<file path="config.mk">
export PLATFORM = sky130hd
export DESIGN_NAME = ddr3_pwrup_seq
export DESIGN_NICKNAME = d
export VERILOG_FILES = /design/src/rtl/ddr3_pwrup_pkg.sv /design/src/rtl/pwrup_delay_ctr.sv /design/src/rtl/pwrup_seq_fsm.sv /design/src/rtl/pwrup_cmd_out.sv /design/src/rtl/ddr3_pwrup_seq.sv
export SDC_FILE = /design/constraint.sdc
export NUM_CORES = 1
export LEC_CHECK = 0
export BUFFER_PORTS_ARGS = -buffer_cell sky130_fd_sc_hd__buf_2
export CAP_MARGIN = 20
export CORE_MARGIN = 2
export CORE_UTILIZATION = 56
export CTS_BUF_LIST = sky130_fd_sc_hd__clkbuf_16
export CTS_CLUSTER_SIZE = 30
export DETAILED_ROUTE_END_ITERATION = 7
export GPL_TIMING_DRIVEN = 0
export PLACE_DENSITY = 0.95
export SETUP_SLACK_MARGIN = 0.4
export SYNTH_ARGS = -nofsm -noshare
export SYNTH_HDL_FRONTEND = slang
export SYNTH_SLANG_ARGS = --single-unit
</file>
<file path="constraint.sdc">
create_clock -name clk -period 7.6 [get_ports clk]
set_input_delay 0.38 -clock clk [delete_from_list [all_inputs] [get_ports clk]]
set_output_delay 0.38 -clock clk [all_outputs]
set_load 0.02 [all_outputs]
</file>
<file path="src/rtl/ddr3_pwrup_pkg.sv">
package ddr3_pwrup_pkg;

  localparam int BA_W = 3;

  typedef enum logic [3:0] {
    ST_IDLE, ST_HOLD, ST_CKEW, ST_XPR,
    ST_MR2,  ST_GAP2, ST_MR3,  ST_GAP3,
    ST_MR1,  ST_GAP1, ST_MR0,  ST_GAP0,
    ST_ZQ,   ST_ZQW,  ST_DONE
  } pwr_state_e;

  // {cs_n, ras_n, cas_n, we_n}
  localparam logic [3:0] CMD_NOP  = 4'b0111;
  localparam logic [3:0] CMD_MRS  = 4'b0000;
  localparam logic [3:0] CMD_ZQCL = 4'b0110;

endpackage

</file>
<file path="src/rtl/pwrup_delay_ctr.sv">
module pwrup_delay_ctr #(
  parameter int CNT_W = 20
) (
  input  logic             clk,
  input  logic             rst,
  input  logic             load,
  input  logic [CNT_W-1:0] load_val,
  output logic             zero
);

  logic [CNT_W-1:0] cnt_q;

  always_ff @(posedge clk) begin
    if (rst) begin
      cnt_q <= '0;
    end else if (load) begin
      cnt_q <= load_val;
    end else if (cnt_q != '0) begin
      cnt_q <= cnt_q - 1'b1;
    end
  end

  assign zero = (cnt_q == '0);

  AST_CNT_NO_WRAP: assert property (@(posedge clk) disable iff (rst)
    (!load && zero) |=> zero);

endmodule

</file>
<file path="src/rtl/pwrup_seq_fsm.sv">
module pwrup_seq_fsm
  import ddr3_pwrup_pkg::*;
#(
  parameter int CNT_W = 20
) (
  input  logic             clk,
  input  logic             rst,
  input  logic             pwr_ok,
  input  logic [CNT_W-1:0] t_rst_hold,
  input  logic [CNT_W-1:0] t_cke_wait,
  input  logic [CNT_W-1:0] t_xpr,
  input  logic [CNT_W-1:0] t_mrd,
  input  logic [CNT_W-1:0] t_mod,
  input  logic [CNT_W-1:0] t_dllk,
  input  logic [CNT_W-1:0] t_zqinit,
  input  logic             cnt_zero,
  output pwr_state_e       state_nxt,
  output logic             cnt_load,
  output logic [CNT_W-1:0] cnt_val
);

  pwr_state_e       state_q;
  logic [CNT_W-1:0] t_final;

  // A wait of N cycles loads N-1; zero still gives one cycle.
  function automatic logic [CNT_W-1:0] less1(input logic [CNT_W-1:0] x);
    return (x == '0) ? '0 : x - 1'b1;
  endfunction

  function automatic logic is_wait(input pwr_state_e s);
    return s inside {ST_HOLD, ST_CKEW, ST_XPR, ST_GAP2, ST_GAP3,
                     ST_GAP1, ST_GAP0, ST_ZQW};
  endfunction

  assign t_final = (t_dllk > t_zqinit) ? t_dllk : t_zqinit;

  always_comb begin
    state_nxt = state_q;
    cnt_load  = 1'b0;
    cnt_val   = '0;
    case (state_q)
      ST_IDLE: if (pwr_ok) begin
        state_nxt = ST_HOLD; cnt_load = 1'b1; cnt_val = less1(t_rst_hold);
      end
      ST_HOLD: if (cnt_zero) begin
        state_nxt = ST_CKEW; cnt_load = 1'b1; cnt_val = less1(t_cke_wait);
      end
      ST_CKEW: if (cnt_zero) begin
        state_nxt = ST_XPR; cnt_load = 1'b1; cnt_val = less1(t_xpr);
      end
      ST_XPR:  if (cnt_zero) state_nxt = ST_MR2;
      ST_MR2:  begin
        state_nxt = ST_GAP2; cnt_load = 1'b1; cnt_val = less1(t_mrd);
      end
      ST_GAP2: if (cnt_zero) state_nxt = ST_MR3;
      ST_MR3:  begin
        state_nxt = ST_GAP3; cnt_load = 1'b1; cnt_val = less1(t_mrd);
      end
      ST_GAP3: if (cnt_zero) state_nxt = ST_MR1;
      ST_MR1:  begin
        state_nxt = ST_GAP1; cnt_load = 1'b1; cnt_val = less1(t_mrd);
      end
      ST_GAP1: if (cnt_zero) state_nxt = ST_MR0;
      ST_MR0:  begin
        state_nxt = ST_GAP0; cnt_load = 1'b1; cnt_val = less1(t_mod);
      end
      ST_GAP0: if (cnt_zero) state_nxt = ST_ZQ;
      ST_ZQ:   begin
        state_nxt = ST_ZQW; cnt_load = 1'b1; cnt_val = less1(t_final);
      end
      ST_ZQW:  if (cnt_zero) state_nxt = ST_DONE;
      ST_DONE: state_nxt = ST_DONE;
      default: state_nxt = ST_IDLE;
    endcase
    if (!pwr_ok) begin
      state_nxt = ST_IDLE;
      cnt_load  = 1'b0;
      cnt_val   = '0;
    end
  end

  always_ff @(posedge clk) begin
    if (rst) state_q <= ST_IDLE;
    else     state_q <= state_nxt;
  end

  AST_WAIT_EXPIRED: assert property (@(posedge clk) disable iff (rst)
    (is_wait(state_q) && pwr_ok && (state_nxt != state_q)) |-> cnt_zero);

endmodule

</file>
<file path="src/rtl/pwrup_cmd_out.sv">
module pwrup_cmd_out
  import ddr3_pwrup_pkg::*;
#(
  parameter int ADDR_W = 14
) (
  input  logic              clk,
  input  logic              rst,
  input  pwr_state_e        state_nxt,
  input  logic [ADDR_W-1:0] mr0,
  input  logic [ADDR_W-1:0] mr1,
  input  logic [ADDR_W-1:0] mr2,
  input  logic [ADDR_W-1:0] mr3,
  output logic              reset_n_q,
  output logic              cke_q,
  output logic              odt_q,
  output logic [3:0]        cmd_q,
  output logic [BA_W-1:0]   ba_q,
  output logic [ADDR_W-1:0] addr_q,
  output logic              done_q
);

  localparam int DLL_OFF_BIT = 0;
  localparam int DLL_RST_BIT = 8;
  localparam int ZQ_LONG_BIT = 10;

  logic              reset_n_d, cke_d, done_d;
  logic [3:0]        cmd_d;
  logic [BA_W-1:0]   ba_d;
  logic [ADDR_W-1:0] addr_d;

  always_comb begin
    reset_n_d = !(state_nxt inside {ST_IDLE, ST_HOLD});
    cke_d     = !(state_nxt inside {ST_IDLE, ST_HOLD, ST_CKEW});
    done_d    = (state_nxt == ST_DONE);
    cmd_d     = CMD_NOP;
    ba_d      = '0;
    addr_d    = '0;
    case (state_nxt)
      ST_MR2: begin cmd_d = CMD_MRS; ba_d = 3'b010; addr_d = mr2; end
      ST_MR3: begin cmd_d = CMD_MRS; ba_d = 3'b011; addr_d = mr3; end
      ST_MR1: begin
        cmd_d = CMD_MRS; ba_d = 3'b001; addr_d = mr1;
        addr_d[DLL_OFF_BIT] = 1'b0;
      end
      ST_MR0: begin
        cmd_d = CMD_MRS; ba_d = 3'b000; addr_d = mr0;
        addr_d[DLL_RST_BIT] = 1'b1;
      end
      ST_ZQ: begin
        cmd_d = CMD_ZQCL; addr_d[ZQ_LONG_BIT] = 1'b1;
      end
      default: ;
    endcase
  end

  always_ff @(posedge clk) begin
    if (rst) begin
      reset_n_q <= 1'b0;
      cke_q     <= 1'b0;
      odt_q     <= 1'b0;
      cmd_q     <= CMD_NOP;
      ba_q      <= '0;
      addr_q    <= '0;
      done_q    <= 1'b0;
    end else begin
      reset_n_q <= reset_n_d;
      cke_q     <= cke_d;
      odt_q     <= 1'b0;
      cmd_q     <= cmd_d;
      ba_q      <= ba_d;
      addr_q    <= addr_d;
      done_q    <= done_d;
    end
  end

  AST_CKE_NEEDS_RESET_OFF: assert property (@(posedge clk) disable iff (rst)
    cke_q |-> reset_n_q);

endmodule

</file>
<file path="src/rtl/ddr3_pwrup_seq.sv">
module ddr3_pwrup_seq
  import ddr3_pwrup_pkg::*;
#(
  parameter int ADDR_W = 14,
  parameter int CNT_W  = 20
) (
  input  logic              clk,
  input  logic              rst,
  input  logic              i_pwr_ok,
  input  logic [ADDR_W-1:0] i_mr0,
  input  logic [ADDR_W-1:0] i_mr1,
  input  logic [ADDR_W-1:0] i_mr2,
  input  logic [ADDR_W-1:0] i_mr3,
  input  logic [CNT_W-1:0]  i_t_rst_hold,
  input  logic [CNT_W-1:0]  i_t_cke_wait,
  input  logic [CNT_W-1:0]  i_t_xpr,
  input  logic [CNT_W-1:0]  i_t_mrd,
  input  logic [CNT_W-1:0]  i_t_mod,
  input  logic [CNT_W-1:0]  i_t_dllk,
  input  logic [CNT_W-1:0]  i_t_zqinit,
  output logic              o_ddr_reset_n,
  output logic              o_cke,
  output logic              o_odt,
  output logic              o_cs_n,
  output logic              o_ras_n,
  output logic              o_cas_n,
  output logic              o_we_n,
  output logic [2:0]        o_ba,
  output logic [ADDR_W-1:0] o_addr,
  output logic              o_init_done
);

  pwr_state_e       state_nxt;
  logic             cnt_load, cnt_zero;
  logic [CNT_W-1:0] cnt_val;
  logic [3:0]       cmd;

  pwrup_seq_fsm #(.CNT_W(CNT_W)) u_fsm (
    .clk(clk), .rst(rst), .pwr_ok(i_pwr_ok),
    .t_rst_hold(i_t_rst_hold), .t_cke_wait(i_t_cke_wait), .t_xpr(i_t_xpr),
    .t_mrd(i_t_mrd), .t_mod(i_t_mod), .t_dllk(i_t_dllk), .t_zqinit(i_t_zqinit),
    .cnt_zero(cnt_zero), .state_nxt(state_nxt),
    .cnt_load(cnt_load), .cnt_val(cnt_val)
  );

  pwrup_delay_ctr #(.CNT_W(CNT_W)) u_ctr (
    .clk(clk), .rst(rst), .load(cnt_load), .load_val(cnt_val), .zero(cnt_zero)
  );

  pwrup_cmd_out #(.ADDR_W(ADDR_W)) u_out (
    .clk(clk), .rst(rst), .state_nxt(state_nxt),
    .mr0(i_mr0), .mr1(i_mr1), .mr2(i_mr2), .mr3(i_mr3),
    .reset_n_q(o_ddr_reset_n), .cke_q(o_cke), .odt_q(o_odt),
    .cmd_q(cmd), .ba_q(o_ba), .addr_q(o_addr), .done_q(o_init_done)
  );

  assign {o_cs_n, o_ras_n, o_cas_n, o_we_n} = cmd;

  AST_PWR_LOSS: assert property (@(posedge clk) disable iff (rst)
    !i_pwr_ok |=> (!o_ddr_reset_n && !o_cke && !o_init_done && cmd == CMD_NOP));
  AST_CKE_STAYS: assert property (@(posedge clk) disable iff (rst)
    (o_cke && i_pwr_ok) |=> o_cke);
  AST_CKE_AFTER_RESET: assert property (@(posedge clk) disable iff (rst)
    $rose(o_cke) |-> $past(o_ddr_reset_n));
  AST_NOP_WITHOUT_CKE: assert property (@(posedge clk) disable iff (rst)
    !o_cke |-> (cmd == CMD_NOP));
  AST_MRS_SPACED: assert property (@(posedge clk) disable iff (rst)
    (cmd == CMD_MRS) |=> (cmd != CMD_MRS));
  AST_DONE_STICKY: assert property (@(posedge clk) disable iff (rst)
    (o_init_done && i_pwr_ok) |=> o_init_done);

endmodule

</file>
==> results.yml <==
status:
  status: "finished, final reports clean"
logic_synthesis:
  avgSynthCellArea_um2: 7.14
  synth_ff_type: "dfxtp_1"
  synth.cell_area_um2: 6100
  synth_seq_cells: 45
  synthArstFlopShare_pct: 0
  yosysWarnings: 0
  yosysSeqAreaShare_pct: 14.8
  synth_edf_count: 0
  synthCells: 855
  ys_types: 71
floorplan:
  core_region_area_um2: 10700
  die_y_um: 108
  start_util_pct: 56.8
  rows: 38
  die_x_um: 108
  dieArea_um2: 11700
  pin_count: 224
setup_path:
  cp_max_fo: 10
  cp.depth: 20
  worstSetupPathType: "in -> reg"
  worst_path_most_repeated_cell: "clkbuf_1"
  r2r_cells: 10
  cp-end-kind: "register"
  critPathLaunchType: "primary input"
  path_buf_inv: 5
  critical_path.top_delay_family: "buffers and inverters"
  cp_data_arrival_time_ns: 5.43
  crit_path_top_delay_cell: "a211oi_1"
  cp.required_ns: 7.81
  slowest_delay_ns: 0.90
  critical_path.cell_chain: "buf_2, inv_1, ha_1, and4_1, and4bb_2, a21bo_2, nand4_1, nand2_1, clkbuf_1, clkbuf_1, mux2i_1, ha_1, nand2b_1, nor4_1, nand3_1, nor3_1, a211oi_1, clkbuf_1, o211ai_1, a211oi_2"
placed_design:
  postPlaceCellArea_um2: 7370
  pre_cts_ws_ns: 2.22
  globalplace.congestion: 0.992
  dp.final_hpwl_um: 17000
  io_buffers: 217
cells_and_area:
  diodes: 0
  nFillCells: 927
  post-route-util_pct: 70.0
  fin_area_um2: 7520
  finalNetCount: 1313
  post_route_cells_drive_above_1_share_pct: 24.3
  area_growth_syn_to_layout_pct: 23.2
clocking:
  cts_root_buf: "clkbuf_16"
  post_cts_buffers: 0
  clkLatencyLatePin_ns: 0.29
  hold_buffers: 0
  clk_path_buf_depth: 2
  cts-resized-gates: 0
  clk_pin_slew_ns: 0.07
  htreeDepth: 2
  cts_buffers: 5
  cts.sinks: 45
  tritoncts: "yes"
power_and_ir_drop:
  p_total_w: 0.000791
  p_leak_nw: 3.09
  p_per_area_nw_per_um2: 105
  ir_drop_uv: 87.5
detailed_routing:
  drtAntennaViolNets: 0
  drt_iter0_drc: 836
  dr.pass1.iters: 6
  avgViaCountPerCell: 6.29
  wl_per_cell_um: 17.0
  drc_errors: 0
  wirelength_um: 20800
  vias: 7688
grt:
  grt_busiest_layer: "met2"
  grt_max_degree: 17
  use_met2_pct: 59.3
  track_usage_pct: 33.6
  antenna_found_initial: 0
  met3_usage_pct: 4.64
  overflow: 0
  grt_pass1_wl_um: 31600
  grt_pass1_vias: 6830
  grt_use_met1_pct: 40.5
timing:
  final_max_slew_viol_count: 0
  tns_ns: 0
  finalCriticalPeriod_ns: 5.22
  rsz0062_at_grt: "no"
  clock.fmax_ghz: 0.192
  period_share_pct: 68.7
  setup_viol: 0
  timing.final.ws_setup_ns: 2.38
  slew_headroom_pct: 26.6
  hold_viol: 0
  finClkSkew_ns: 0.00240
  tightest_slew_ns: 1.09
run:
  cap_violations: 0
worst_hold_path:
  holdPathStages: 3
  hold_class: "in -> reg"
[cell usage in the layout, fill, tap and decap left out, types with 20 or more instances in the layout]
| master | n |
|---|---|
| xnor2_1 | 69 |
| buf_2 | 226 |
| nor2_1 | 80 |
| a21oi_1 | 63 |
| dfxtp_1 | 45 |
| o21ai_0 | 31 |
| or4_1 | 22 |
| nand3_1 | 30 |
| nor4_1 | 34 |
| inv_1 | 38 |
| clkbuf_1 | 20 |
| nand2_1 | 79 |
| xor2_1 | 62 |
| nor3_1 | 46 |
| ha_1 | 33 |
[state kept, by name, indices dropped and copies added (netlist names)]
signal / count
u_out.addr_q: 14
u_ctr.cnt_q: 20
u_out.reset_n_q: 1
u_out.ba_q: 2
u_out.cke_q: 1
u_out.cmd_q: 2
u_out.done_q: 1
u_fsm.state_q: 4
[through the flow]
step / hold slack [ns] / cells
finish: 0.326 / 1222
global route: 0.337 / 1222
CTS: 0.327 / 1222
detailed placement: 0.603 / 1214
global placement: 0.582 / 1214
floorplan: 0.516 / 857
[Yosys cell counts (8+ instances only)]
master,number,area [µm²]
a21oi_1,63,315
a221oi_1,8,70.1
a222oi_1,12,120
buf_2,9,45.0
clkbuf_1,20,75.1
dfxtp_1,45,901
ha_1,33,413
inv_1,38,143
nand2_1,79,297
nand2b_1,9,56.3
nand3_1,30,150
nand4_1,12,75.1
nor2_1,80,300
nor3_1,46,230
nor4_1,34,213
o211ai_1,13,97.6
o21ai_0,31,155
o22ai_1,10,62.6
or3_1,11,68.8
or4_1,22,165
xnor2_1,69,604
xor2_1,62,543
[worst paths after layout]
check / from / endpoint / slack [ns]
max: i_t_zqinit[11] / u_ctr.cnt_q[5] / 2.38
min: i_mr0[12] / u_out.addr_q[12] / 0.33
max reg2reg: u_ctr.cnt_q[0] / u_ctr.cnt_q[14] / 4.11
min reg2reg: u_ctr.cnt_q[15] / u_ctr.cnt_q[15] / 0.62
[per-layer routing]
layer,routed length [µm],vias up
li1,-,3611
met1,7790,3482
met2,9860,510
met3,2310,85
met4,836,0
met5,0,-
[cells by family after synthesis]
family / Yosys count / share of synthesized area (%)
adders and majority gates: 33 / 6.77
xor gates and xnor gates: 131 / 18.8
buffers and inverters: 77 / 5.72
other: 1 / 0.0614
DFF: 45 / 14.8
AOI/OAI and AO/OA: 197 / 21.6
muxes: 7 / 1.15
and+or+nand+nor: 364 / 31.1
[power breakdown]
part           switching [W]  internal, W  total [W]
Clock               0.000101     0.000124   0.000225
Sequential         0.0000142     0.000248   0.000263
Combinational       0.000174     0.000129   0.000303
[tightest hold or removal path, stage by stage]
cell and delay (ns):
buf_2 0.09, nand2_1 0.04, a21oi_1 0.05
[final cells by class]
type                    count  area, µm²  share of cell area, %
inverters                  39        146                   1.95
clock buffers               5        125                   1.66
well taps                 140        175                   2.33
multi-input cells         735       4860                   64.6
plain buffers              38        203                   2.69
flip-flops and latches     45        901                   12.0
clock inverters             3       25.0                  0.333
repair buffers            217       1090                   14.4
No activity file was read; power rests on OpenSTA's default activity.
